==> src/rtl/pal_pkg.sv <==
package pal_pkg;

    localparam int CTL_W = 3;

    // Control bits sit at the bottom of every configuration word.
    typedef struct packed {
        logic oe;
        logic reg_sel;
        logic invert;
    } mc_ctl_t;

    typedef enum logic [1:0] {
        MODE_INPUT = 2'd0,
        MODE_COMB  = 2'd1,
        MODE_REG   = 2'd2
    } mc_mode_t;

    function automatic mc_mode_t decode_mode(input mc_ctl_t c);
        if (!c.oe)
            return MODE_INPUT;
        else if (c.reg_sel)
            return MODE_REG;
        else
            return MODE_COMB;
    endfunction

    // Literal pair for one signal: bit 0 true form, bit 1 complement.
    function automatic logic [1:0] lit_pair(input logic x);
        return {~x, x};
    endfunction

endpackage

==> src/rtl/pal_cfg_store.sv <==
module pal_cfg_store #(
    parameter int N_MC   = 4,
    parameter int WORD_W = 103,
    localparam int ADDR_W = (N_MC > 1) ? $clog2(N_MC) : 1
) (
    input  logic                          clk,
    input  logic                          rst,
    input  logic                          we,
    input  logic [ADDR_W-1:0]             addr,
    input  logic [WORD_W-1:0]             wdata,
    output logic [N_MC-1:0][WORD_W-1:0]   words
);

    always_ff @(posedge clk) begin
        if (rst) begin
            words <= '0;
        end else if (we && (int'(addr) < N_MC)) begin
            words[addr] <= wdata;
        end
    end

    // a write lands in the addressed word one edge later
    p_cfg_write_r2: assert property (@(posedge clk) disable iff (rst)
        (we && (int'(addr) < N_MC)) |=> (words[$past(addr)] == $past(wdata)));

endmodule

==> src/rtl/pal_sum.sv <==
module pal_sum #(
    parameter int N_SIG = 10,
    parameter int N_PT  = 5,
    localparam int LIT_W = 2 * N_SIG
) (
    input  logic [N_SIG-1:0]      sig,
    input  logic [N_PT*LIT_W-1:0] rows,
    output logic                  sum
);
    import pal_pkg::*;

    logic [LIT_W-1:0] lits;
    logic [N_PT-1:0]  hit;

    always_comb begin
        for (int k = 0; k < N_SIG; k++) begin
            lits[2*k +: 2] = lit_pair(sig[k]);
        end
    end

    for (genvar t = 0; t < N_PT; t++) begin : g_term
        logic [LIT_W-1:0] row;
        assign row    = rows[t*LIT_W +: LIT_W];
        assign hit[t] = (row != '0) && ((row & ~lits) == '0);
    end

    assign sum = |hit;

    // a bank with no programmed literal can never raise the sum
    always_comb begin
        if (rows == '0) begin
            p_empty_rows_r3: assert (sum == 1'b0);
        end
    end

endmodule

==> src/rtl/pal_macrocell.sv <==
module pal_macrocell
    import pal_pkg::*;
(
    input  logic    clk,
    input  logic    rst,
    input  mc_ctl_t ctl,
    input  logic    sum,
    output logic    f,
    output logic    q,
    output logic    sel_val
);

    mc_mode_t mode;

    assign mode = decode_mode(ctl);
    assign f    = sum ^ ctl.invert;

    always_ff @(posedge clk) begin
        if (rst)
            q <= 1'b0;
        else
            q <= f;
    end

    always_comb begin
        case (mode)
            MODE_REG: sel_val = q;
            default:  sel_val = f;
        endcase
    end

    // flip-flop clears on reset and otherwise follows the function
    p_reg_clear_r7: assert property (@(posedge clk)
        rst |=> (q == 1'b0));
    p_reg_capture_r7: assert property (@(posedge clk) disable iff (rst)
        !rst |=> (q == $past(f)));

    // with no term active the function equals the invert bit
    always_comb begin
        if (!sum) begin
            p_polarity_r5: assert (f == ctl.invert);
        end
    end

endmodule

==> src/rtl/pal_block.sv <==
module pal_block
    import pal_pkg::*;
#(
    parameter int N_IN = 6,
    parameter int N_MC = 4,
    parameter int N_PT = 5,
    localparam int N_SIG  = N_IN + N_MC,
    localparam int LIT_W  = 2 * N_SIG,
    localparam int ROW_W  = N_PT * LIT_W,
    localparam int WORD_W = CTL_W + ROW_W,
    localparam int ADDR_W = (N_MC > 1) ? $clog2(N_MC) : 1
) (
    input  logic              clk,
    input  logic              rst,
    input  logic              cfg_we,
    input  logic [ADDR_W-1:0] cfg_addr,
    input  logic [WORD_W-1:0] cfg_wdata,
    input  logic [N_IN-1:0]   in_i,
    input  logic [N_MC-1:0]   pin_in,
    output logic [N_MC-1:0]   pin_out,
    output logic [N_MC-1:0]   pin_oe
);

    logic [N_MC-1:0][WORD_W-1:0] words;
    mc_ctl_t [N_MC-1:0]          ctl;
    logic [N_MC-1:0]             q_all;
    logic [N_MC-1:0]             fb_base;
    logic [N_MC-1:0]             comb_mode;

    pal_cfg_store #(
        .N_MC   (N_MC),
        .WORD_W (WORD_W)
    ) u_cfg (
        .clk   (clk),
        .rst   (rst),
        .we    (cfg_we),
        .addr  (cfg_addr),
        .wdata (cfg_wdata),
        .words (words)
    );

    // Feedback that never depends on a combinational result: pad levels
    // for input-mode macrocells, stored state for registered ones.
    always_comb begin
        for (int j = 0; j < N_MC; j++) begin
            ctl[j] = mc_ctl_t'(words[j][CTL_W-1:0]);
            case (decode_mode(ctl[j]))
                MODE_INPUT: fb_base[j] = pin_in[j];
                MODE_REG:   fb_base[j] = q_all[j];
                default:    fb_base[j] = 1'b0;
            endcase
            comb_mode[j] = (decode_mode(ctl[j]) == MODE_COMB);
        end
    end

    for (genvar i = 0; i < N_MC; i++) begin : g_mc
        logic [N_MC-1:0]  seen;
        logic [N_SIG-1:0] sig;
        logic             sum;
        logic             f;
        logic             q;
        logic             sel_val;

        // Combinational feedback ripples upward in index order only.
        if (i == 0) begin : g_first
            assign seen = fb_base;
        end else begin : g_next
            always_comb begin
                seen = g_mc[i-1].seen;
                if (comb_mode[i-1])
                    seen[i-1] = g_mc[i-1].f;
            end
        end

        assign sig = {seen, in_i};

        pal_sum #(
            .N_SIG (N_SIG),
            .N_PT  (N_PT)
        ) u_sum (
            .sig  (sig),
            .rows (words[i][WORD_W-1:CTL_W]),
            .sum  (sum)
        );

        pal_macrocell u_mc (
            .clk     (clk),
            .rst     (rst),
            .ctl     (ctl[i]),
            .sum     (sum),
            .f       (f),
            .q       (q),
            .sel_val (sel_val)
        );

        assign q_all[i]   = q;
        assign pin_out[i] = sel_val;
        assign pin_oe[i]  = ctl[i].oe;

        // an undriven pad is what the product terms read for it
        always_comb begin
            if (!pin_oe[i]) begin
                p_pin_input_r8: assert (seen[i] == pin_in[i]);
            end
        end
    end

endmodule

==> config.mk <==
export PLATFORM = sky130hd
export DESIGN_NAME = pal_block
export DESIGN_NICKNAME = d
export VERILOG_FILES = /design/src/rtl/pal_pkg.sv /design/src/rtl/pal_cfg_store.sv /design/src/rtl/pal_sum.sv /design/src/rtl/pal_macrocell.sv /design/src/rtl/pal_block.sv
export SDC_FILE = /design/constraint.sdc
export NUM_CORES = 1
export LEC_CHECK = 0
export BUFFER_PORTS_ARGS = -buffer_cell sky130_fd_sc_hd__buf_2
export CAP_MARGIN = 20
export CORE_ASPECT_RATIO = 1.25
export CORE_MARGIN = 2
export CORE_UTILIZATION = 53
export CTS_CLUSTER_SIZE = 40
export DETAILED_ROUTE_END_ITERATION = 8
export PLACE_DENSITY_LB_ADDON = 0.1
export SYNTH_ARGS = -nofsm -noshare
export SYNTH_HDL_FRONTEND = slang
export SYNTH_SLANG_ARGS = --single-unit
==> constraint.sdc <==
create_clock -name clk -period 5.6 [get_ports clk]
set_clock_uncertainty 0.1 [all_clocks]
set_input_delay 0.56 -clock clk [delete_from_list [all_inputs] [get_ports clk]]
set_output_delay 0.56 -clock clk [all_outputs]
set_load 0.05 [all_outputs]
==> results.toml, run 1 <==
[setup_path]
worst_path_max_delay_cell = "sky130_fd_sc_hd__dfxtp_4"
setup.worst_path.class = "reg2out"
cp.buffers_inverters = 2
worst_path_top_cell_family_by_delay = "simple AND/OR/NAND/NOR gates"
worstPathMaxFanout = 11
endpoint_kind = "primary output"
critical_path_required_ns = 4.94
worst_setup_path_start_kind = "register"
critical_path.cell_chain = "and2b_2 > a211oi_1 > nand4_1 > a2111oi_4 > nor4b_1 > mux2i_1 > nand3_2 > buf_4 > mux2i_1 > nand4_1 > a221o_1 > o22ai_1 > nor4b_2 > or3_1 > a31oi_2 > buf_6"
critical_path_arrival_ns = 4.77
max_stage_delay_ns = 0.42

[pwr]
switchingPower_mw = 1.92
power.leakage_nw = 7.84
power.share.sequential = 0.456
clock_power_share = 0.411
vdd_ir_drop_max_mv = 0.296
power_frac_comb = 0.133
internal_power_mw = 5.05
power.density_nw_per_um2 = 333
power_switching_share = 0.276

[synth]
mappedNetlistArea_um2 = 18400
combinational_family_with_the_most_area_after_synthesis = "simple AND/OR/NAND/NOR gates"
synth.area.mux_share = 0.0837
synth_flop_cell = "sky130_fd_sc_hd__dfxtp_1"
per_instance_average_area_after_synthesis_um2 = 7.63
synthMostInstantiatedCell = "sky130_fd_sc_hd__nand2_1"
synth_compound_gate_area_share = 0.149
share_of_synthesized_cell_area_in_and_or_nand_and_nor_gates = 0.273
ys_top_cells_by_count = "869 x sky130_fd_sc_hd__nand2_1, 421 x sky130_fd_sc_hd__a21oi_1, 416 x sky130_fd_sc_hd__dfxtp_1"
yosys.cell_types.count = 60
synth_edf_count = 0
synth.largest_area_cell = "sky130_fd_sc_hd__dfxtp_1"
synth-warning-count = 0
ys_top_cells_by_area = "sky130_fd_sc_hd__dfxtp_1 45%, sky130_fd_sc_hd__nand2_1 18%, sky130_fd_sc_hd__a21oi_1 11%, sky130_fd_sc_hd__mux2i_1 6.7%, sky130_fd_sc_hd__nor4_1 3.5%"
synth-async-reset-ratio = 0
yosysTopAreaCellShare = 0.452
fraction_of_the_yosys_area_taken_by_sequential_cells = 0.452
share_of_synthesized_cell_area_in_full_adder_half_adder_and_majority_cells = 0
synth_seq_cells = 416
post_synth_inst_count = 2416
synth-xor-area-share = 0.00143
post_synthesis_net_count = 2534

[run_status]
outcome = "complete, no violations"

[timing]
setup_tns_ns = 0
slew_headroom = 0.232
drv_slew = 0
timing_hold_violations_final = 0
period_minus_slack_ns = 5.43
final-setup-viol-count = 0
worst_slack_ns = 0.174
grt_setup_unrepaired = "false"
timing.final.crit_share = 0.969
tightest_slew_ns = 1.15
achievable-frequency_mhz = 184

[placement]
globalplace.congestion = 0.941
post_dp_cell_area_um2 = 19400
placedCellCount = 2894
dp_hpwl_mm = 47.0
portBuffers = 125
pre_cts_ws_ns = 0.0786

[finish]
finalNonFillerCells = 2974
area_growth_from_synthesis_to_layout_pct = 13.5
num_antenna_cells = 0
finalInstanceArea_um2 = 20900
post_layout_util = 0.609
seqCellArea_um2 = 8340
area_taken_by_multi_input_logic_gates_um2 = 9450
filler_cell_count = 3195
design.final.nets = 2590
drive_gt1_frac = 0.125

[global_route]
grt_pass1_wl_mm = 101
via_count_of_the_first_global_routing_pass = 17100
antenna_found_initial = 0
grt_overflow_total = 0
grt_max_degree = 169
grt.total_usage = 0.366

[clock_tree]
cts_buffers = 42
max-clock-path-buffers = 3
latest_clock_arrival_within_the_worst_skew_pair_ns = 0.56
clock_sinks = 416
clock_tree.root_cell = "sky130_fd_sc_hd__clkbuf_16"
h-tree-depth = 2
clkSlewWorstSetupHoldPaths_ns = 0.07
clock_tree_from_tritoncts = "yes"

[drt]
drt_wl_total_mm = 66.5
detail_route.vias_per_cell = 6.08
detail_route.drc_violations = 0
drt-wirelength-per-cell_um = 22.3
postRouteAntennaNets = 0
detailedRoute.firstIterationViolations = 1987
drt_pass1_iterations = 6
detailroute.via_count = 18100

[die]
die_height_um = 212
start_util = 0.537
num_io_pins = 126
core.rowCount = 76
design.die.area_um2 = 36300
coreArea_um2 = 34300
floorplan.die.width_um = 171

[run]
timing.max_cap.violations = 0

[min_path]
worst_hold_path_type = "in2reg"
==> state kept, by name, summed over array words and instances (netlist names) <==
signal	flops
u_cfg.words	412
g_mc.u_mc.q	4
==> stage by stage <==
stage	hold slack [ns]	power (mW)
6_report	0.172	6.97
5_1_grt	0.173	7.19
4_1_cts	0.159	6.96
3_5_place_dp	0.363	4.13
3_3_place_gp	0.355	4.12
2_1_floorplan	0.341	3.76
==> kinds of logic (layout without fill, tap and decap cells) <==
family | Yosys count | count (layout)
and+or+nand+nor | 1173 | 1173
buffers and inverters | 178 | 268
AOI/OAI and AO/OA | 496 | 496
muxes | 150 | 150
DFF | 416 | 416
xor gates and xnor gates | 3 | 3
==> worst register-to-register path: cells and delay by family (launching register included) <==
family / cells / cell delay, ns
muxes: 2 / 0.32
and+or+nand+nor: 7 / 1.58
AOI/OAI and AO/OA: 5 / 1.34
buffers and inverters: 1 / 0.24
DFF: 1 / 0.42
==> cell type report <==
cell class,count,area share
multi-input combinational,1822,0.452
sequential,416,0.399
clock buffer,60,0.0599
timing repair buffer,181,0.0523
tap,468,0.0280
clock inverter,18,0.00748
inverter,9,0.00162
==> power by group through the flow <==
stage | clock [mW] | sequential, mW | combinational (mW)
after global routing | 3.01 | 3.18 | 0.997
final | 2.87 | 3.18 | 0.930
after detailed placement | 0 | 3.24 | 0.894
after global placement | 0 | 3.24 | 0.882
after CTS | 2.89 | 3.17 | 0.901
after floorplan | 0 | 3.19 | 0.573
==> path summary, 6_finish.rpt <==
path                                       start          endpoint  slack, ns  cells after the start
worst max register to register  u_cfg.words[311]    g_mc[3].u_mc.q       1.50                     15
worst min-delay path               cfg_wdata[79]  u_cfg.words[182]       0.17                      3
worst min register to register  u_cfg.words[227]  u_cfg.words[227]       0.37                      2
worst max-delay path            u_cfg.words[311]        pin_out[3]       0.17                     16
==> metal layers <==
| layer | global-route usage | wire (um) | up-vias |
|---|---|---|---|
| met4 | 0.194 | 3810 | 0 |
| li1 | - | - | 8416 |
| met1 | 0.464 | 26500 | 8582 |
| met5 | 0 | 0 | - |
| met2 | 0.603 | 31100 | 858 |
| met3 | 0.0529 | 5070 | 212 |
==> cells in the final DEF, fill, tap and decap left out, drive strengths merged, types with 6 or more instances in the layout <==
| cell | synthesis | layout |
|---|---|---|
| a211oi | 8 | 8 |
| or4 | 8 | 8 |
| o22ai | 9 | 9 |
| nand3 | 35 | 35 |
| clkinv | 0 | 10 |
| inv | 9 | 10 |
| nand2 | 871 | 871 |
| o21ai | 8 | 8 |
| buf | 30 | 180 |
| a2111oi | 6 | 6 |
| nor4 | 102 | 102 |
| nor2 | 53 | 53 |
| dfxtp | 416 | 416 |
| nor2b | 12 | 12 |
| o211ai | 6 | 6 |
| nor3 | 13 | 13 |
| nand4 | 28 | 28 |
| o2111ai | 6 | 6 |
| a21oi | 422 | 422 |
| mux2 | 26 | 26 |
| and3 | 16 | 16 |
| clkbuf | 139 | 61 |
| mux2i | 124 | 124 |
| nand2b | 9 | 9 |
==> repair_timing <==
item,4_1_cts,5_1_grt
hold buffers,0,0
resized for setup,5,20
pin swaps,0,1
setup buffers,0,2
endpoints found under the setup margin,1,1
Note: power is estimated with default switching activity, not from simulation.
==> run 2, diff against run 1 <==
--- a/config.mk
+++ b/config.mk
@@ -15,4 +15,5 @@
 export PLACE_DENSITY_LB_ADDON = 0.1
 export SYNTH_ARGS = -nofsm -noshare
 export SYNTH_HDL_FRONTEND = slang
+export SYNTH_HIERARCHICAL = 1
 export SYNTH_SLANG_ARGS = --single-unit
==> run 2 against run 1 <==
  * The run now ends with setup timing left
  * Synthesized area is 9.8% higher
  * Via count is 16% lower
  * Cell count is 10% lower
  * Clock-buffer cell count is 8 higher
  * Largest cell class unchanged
==> results.toml, run 2 <==
[clock_tree]
clkSlewWorstSetupHoldPaths_ns = 0.06
cts_buffers = 43
max-clock-path-buffers = 3
clock_tree.root_cell = "sky130_fd_sc_hd__clkbuf_16"
h-tree-depth = 2
clock_tree_from_tritoncts = "yes"
clock_sinks = 416
latest_clock_arrival_within_the_worst_skew_pair_ns = 0.55

[global_route]
antenna_found_initial = 0
via_count_of_the_first_global_routing_pass = 15300
grt_max_degree = 198
grt_overflow_total = 0
grt_pass1_wl_mm = 89.8
grt.total_usage = 0.291

[timing]
timing_hold_violations_final = 0
slew_headroom = 0.382
grt_setup_unrepaired = "true"
final-setup-viol-count = 3
timing.final.crit_share = 1.48
period_minus_slack_ns = 8.31
worst_hold_check_slack_ns = 0.248
achievable-frequency_mhz = 120
drv_slew = 0
worst_slack_ns = -2.71
tightest_slew_ns = 0.927

[synth]
synth_seq_cells = 416
yosys.cell_types.count = 28
yosysTopAreaCellShare = 0.411
synth_edf_count = 0
ys_top_cells_by_area = "sky130_fd_sc_hd__dfxtp_1 41%, sky130_fd_sc_hd__mux2i_1 30%, sky130_fd_sc_hd__nand2b_1 16%, sky130_fd_sc_hd__nor4_1 3.1%, sky130_fd_sc_hd__buf_6 1.8%"
mappedNetlistArea_um2 = 20200
per_instance_average_area_after_synthesis_um2 = 10.4
fraction_of_the_yosys_area_taken_by_sequential_cells = 0.411
ys_top_cells_by_count = "607 x sky130_fd_sc_hd__mux2i_1, 515 x sky130_fd_sc_hd__nand2b_1, 416 x sky130_fd_sc_hd__dfxtp_1"
synth-warning-count = 6
synth.largest_area_cell = "sky130_fd_sc_hd__dfxtp_1"
synthMostInstantiatedCell = "sky130_fd_sc_hd__mux2i_1"
synth-async-reset-ratio = 0
synth_flop_cell = "sky130_fd_sc_hd__dfxtp_1"
post_synth_inst_count = 1945
post_synthesis_net_count = 2063

[setup_path]
worst_setup_path_start_kind = "register"
worstPathMaxFanout = 7
worst_path_max_delay_cell = "sky130_fd_sc_hd__dfxtp_4"
critical_path_arrival_ns = 7.65
max_stage_delay_ns = 0.39
endpoint_kind = "primary output"
critical_path_required_ns = 4.94
setup.worst_path.class = "reg2out"
crit_top_cell = "sky130_fd_sc_hd__nand4_1"

[finish]
most_frequent_standard_cell_in_the_layout_excluding_fill_and_tap_cells = "sky130_fd_sc_hd__mux2i_1"
post_layout_util = 0.626
filler_cell_count = 3151
num_antenna_cells = 0
largest_register_ffs = 412
finalInstanceArea_um2 = 23700
design.final.nets = 2259
final_cell_mix = "605 x sky130_fd_sc_hd__mux2i_1, 515 x sky130_fd_sc_hd__nand2b_1, 410 x sky130_fd_sc_hd__dfxtp_1, 152 x sky130_fd_sc_hd__buf_4, 122 x sky130_fd_sc_hd__buf_2"
reg_top3 = "u_cfg/words x412, g_mc.u_mc/q x4"
drive_gt1_frac = 0.187
area_growth_from_synthesis_to_layout_pct = 17.3
largest-register = "u_cfg/words"

[die]
core.rowCount = 80
die_height_um = 222
coreArea_um2 = 37900
start_util = 0.534
num_io_pins = 126
design.die.area_um2 = 39800
floorplan.die.width_um = 179

[placement]
post_dp_cell_area_um2 = 22100
globalplace.congestion = 0.937
portBuffers = 125
dp_hpwl_mm = 41.4

[drt]
detailedRoute.firstIterationViolations = 912
detail_route.vias_per_cell = 5.70
detail_route.drc_violations = 0
drt-wirelength-per-cell_um = 21.8
drt_pass1_iterations = 5
drt_wl_total_mm = 58.1
postRouteAntennaNets = 0
detailroute.via_count = 15200

[pwr]
power.leakage_nw = 11.2
power.density_nw_per_um2 = 298
vdd_ir_drop_max_mv = 0.213

[run]
timing.max_cap.violations = 0

[min_path]
worst_hold_path_type = "in2reg"

[run_status]
outcome = "finished, violations left"
failed_checks = "setup timing"
-- run 2: cell count changes after synthesis, moves of 13 or more --
cell,delta
sky130_fd_sc_hd__mux2i_1,+483
sky130_fd_sc_hd__mux2_2,-18
sky130_fd_sc_hd__nand4_1,+16
sky130_fd_sc_hd__nand2_1,-861
sky130_fd_sc_hd__a21oi_1,-418
sky130_fd_sc_hd__nor2_1,-48
sky130_fd_sc_hd__buf_2,+22
sky130_fd_sc_hd__nand3_1,-13
sky130_fd_sc_hd__a311oi_1,+16
sky130_fd_sc_hd__buf_6,+29
sky130_fd_sc_hd__clkbuf_1,-87
sky130_fd_sc_hd__nand2b_1,+506
sky130_fd_sc_hd__buf_4,+16
-- run 2: worst paths after layout --
check | start | end | slack (ns) | cells past startpoint
hold / removal | cfg_wdata[29] | u_cfg/words[235] | 0.25 | 3
setup reg to reg | u_cfg/words[208] | g_mc[3].u_mc/q | -1.47 | 39
setup / recovery | u_cfg/words[208] | pin_out[3] | -2.71 | 40
hold reg to reg | u_cfg/words[103] | u_cfg/words[103] | 0.39 | 2
-- run 2: timing repair --
action                     4_1_cts  5_1_grt
resized for setup               21       13
hold buffers                     0        0
setup endpoints to repair        4        4
cloned                           0        0
pin swaps                       10       31
setup buffers                    6        1
-- run 2: cell families after synthesis --
logic type | synth area share
AOI/OAI and AO/OA | 0.0116
muxes | 0.305
and+or+nand+nor | 0.223
xor gates and xnor gates | 0.00173
buffers and inverters | 0.0470
DFF | 0.411
-- run 2: final cells by class --
cell class              count  area, um^2  share of cell area
multi-input cells        1378       11100               0.469
flip-flops and latches    416        8340               0.351
repair buffers            298        2170              0.0914
clock buffers              68        1360              0.0574
well taps                 492         616              0.0259
clock inverters             9        73.8             0.00311
inverters                   4        32.5             0.00137
-- run 2: through the flow --
step	setup TNS (ns)	setup WS [ns]	cells	power, mW
after floorplan	-1.04	-0.866	1945	3.82
after global placement	-5.50	-2.48	2582	4.16
after detailed placement	-6.58	-2.79	2582	4.18
after CTS	-5.24	-2.69	2665	7.09
after global routing	-6.97	-3.20	2665	7.30
final	-5.34	-2.71	2665	7.07
-- run 2: metal layers --
| metal | track usage | vias up | wire length, um |
|---|---|---|---|
| met4 | 0.0947 | 0 | 1800 |
| met5 | 0 | - | 0 |
| met3 | 0.0418 | 105 | 2890 |
| met2 | 0.479 | 402 | 27800 |
| met1 | 0.390 | 7465 | 25600 |
| li1 | - | 7230 | - |
-- run 2: critical path: cells and delay by family (launching register included) --
| family | cells | cell delay [ns] |
|---|---|---|
| AOI/OAI and AO/OA | 10 | 1.97 |
| and+or+nand+nor | 11 | 1.53 |
| muxes | 8 | 1.30 |
| buffers and inverters | 7 | 1.03 |
| xor gates and xnor gates | 4 | 0.82 |
| DFF | 1 | 0.39 |
-- run 2: power by group --
| part | switching (mW) | internal (mW) |
|---|---|---|
| registers | 0.0993 | 3.07 |
| logic | 0.524 | 0.477 |
| clock network | 1.19 | 1.71 |
| total | 1.82 | 5.26 |
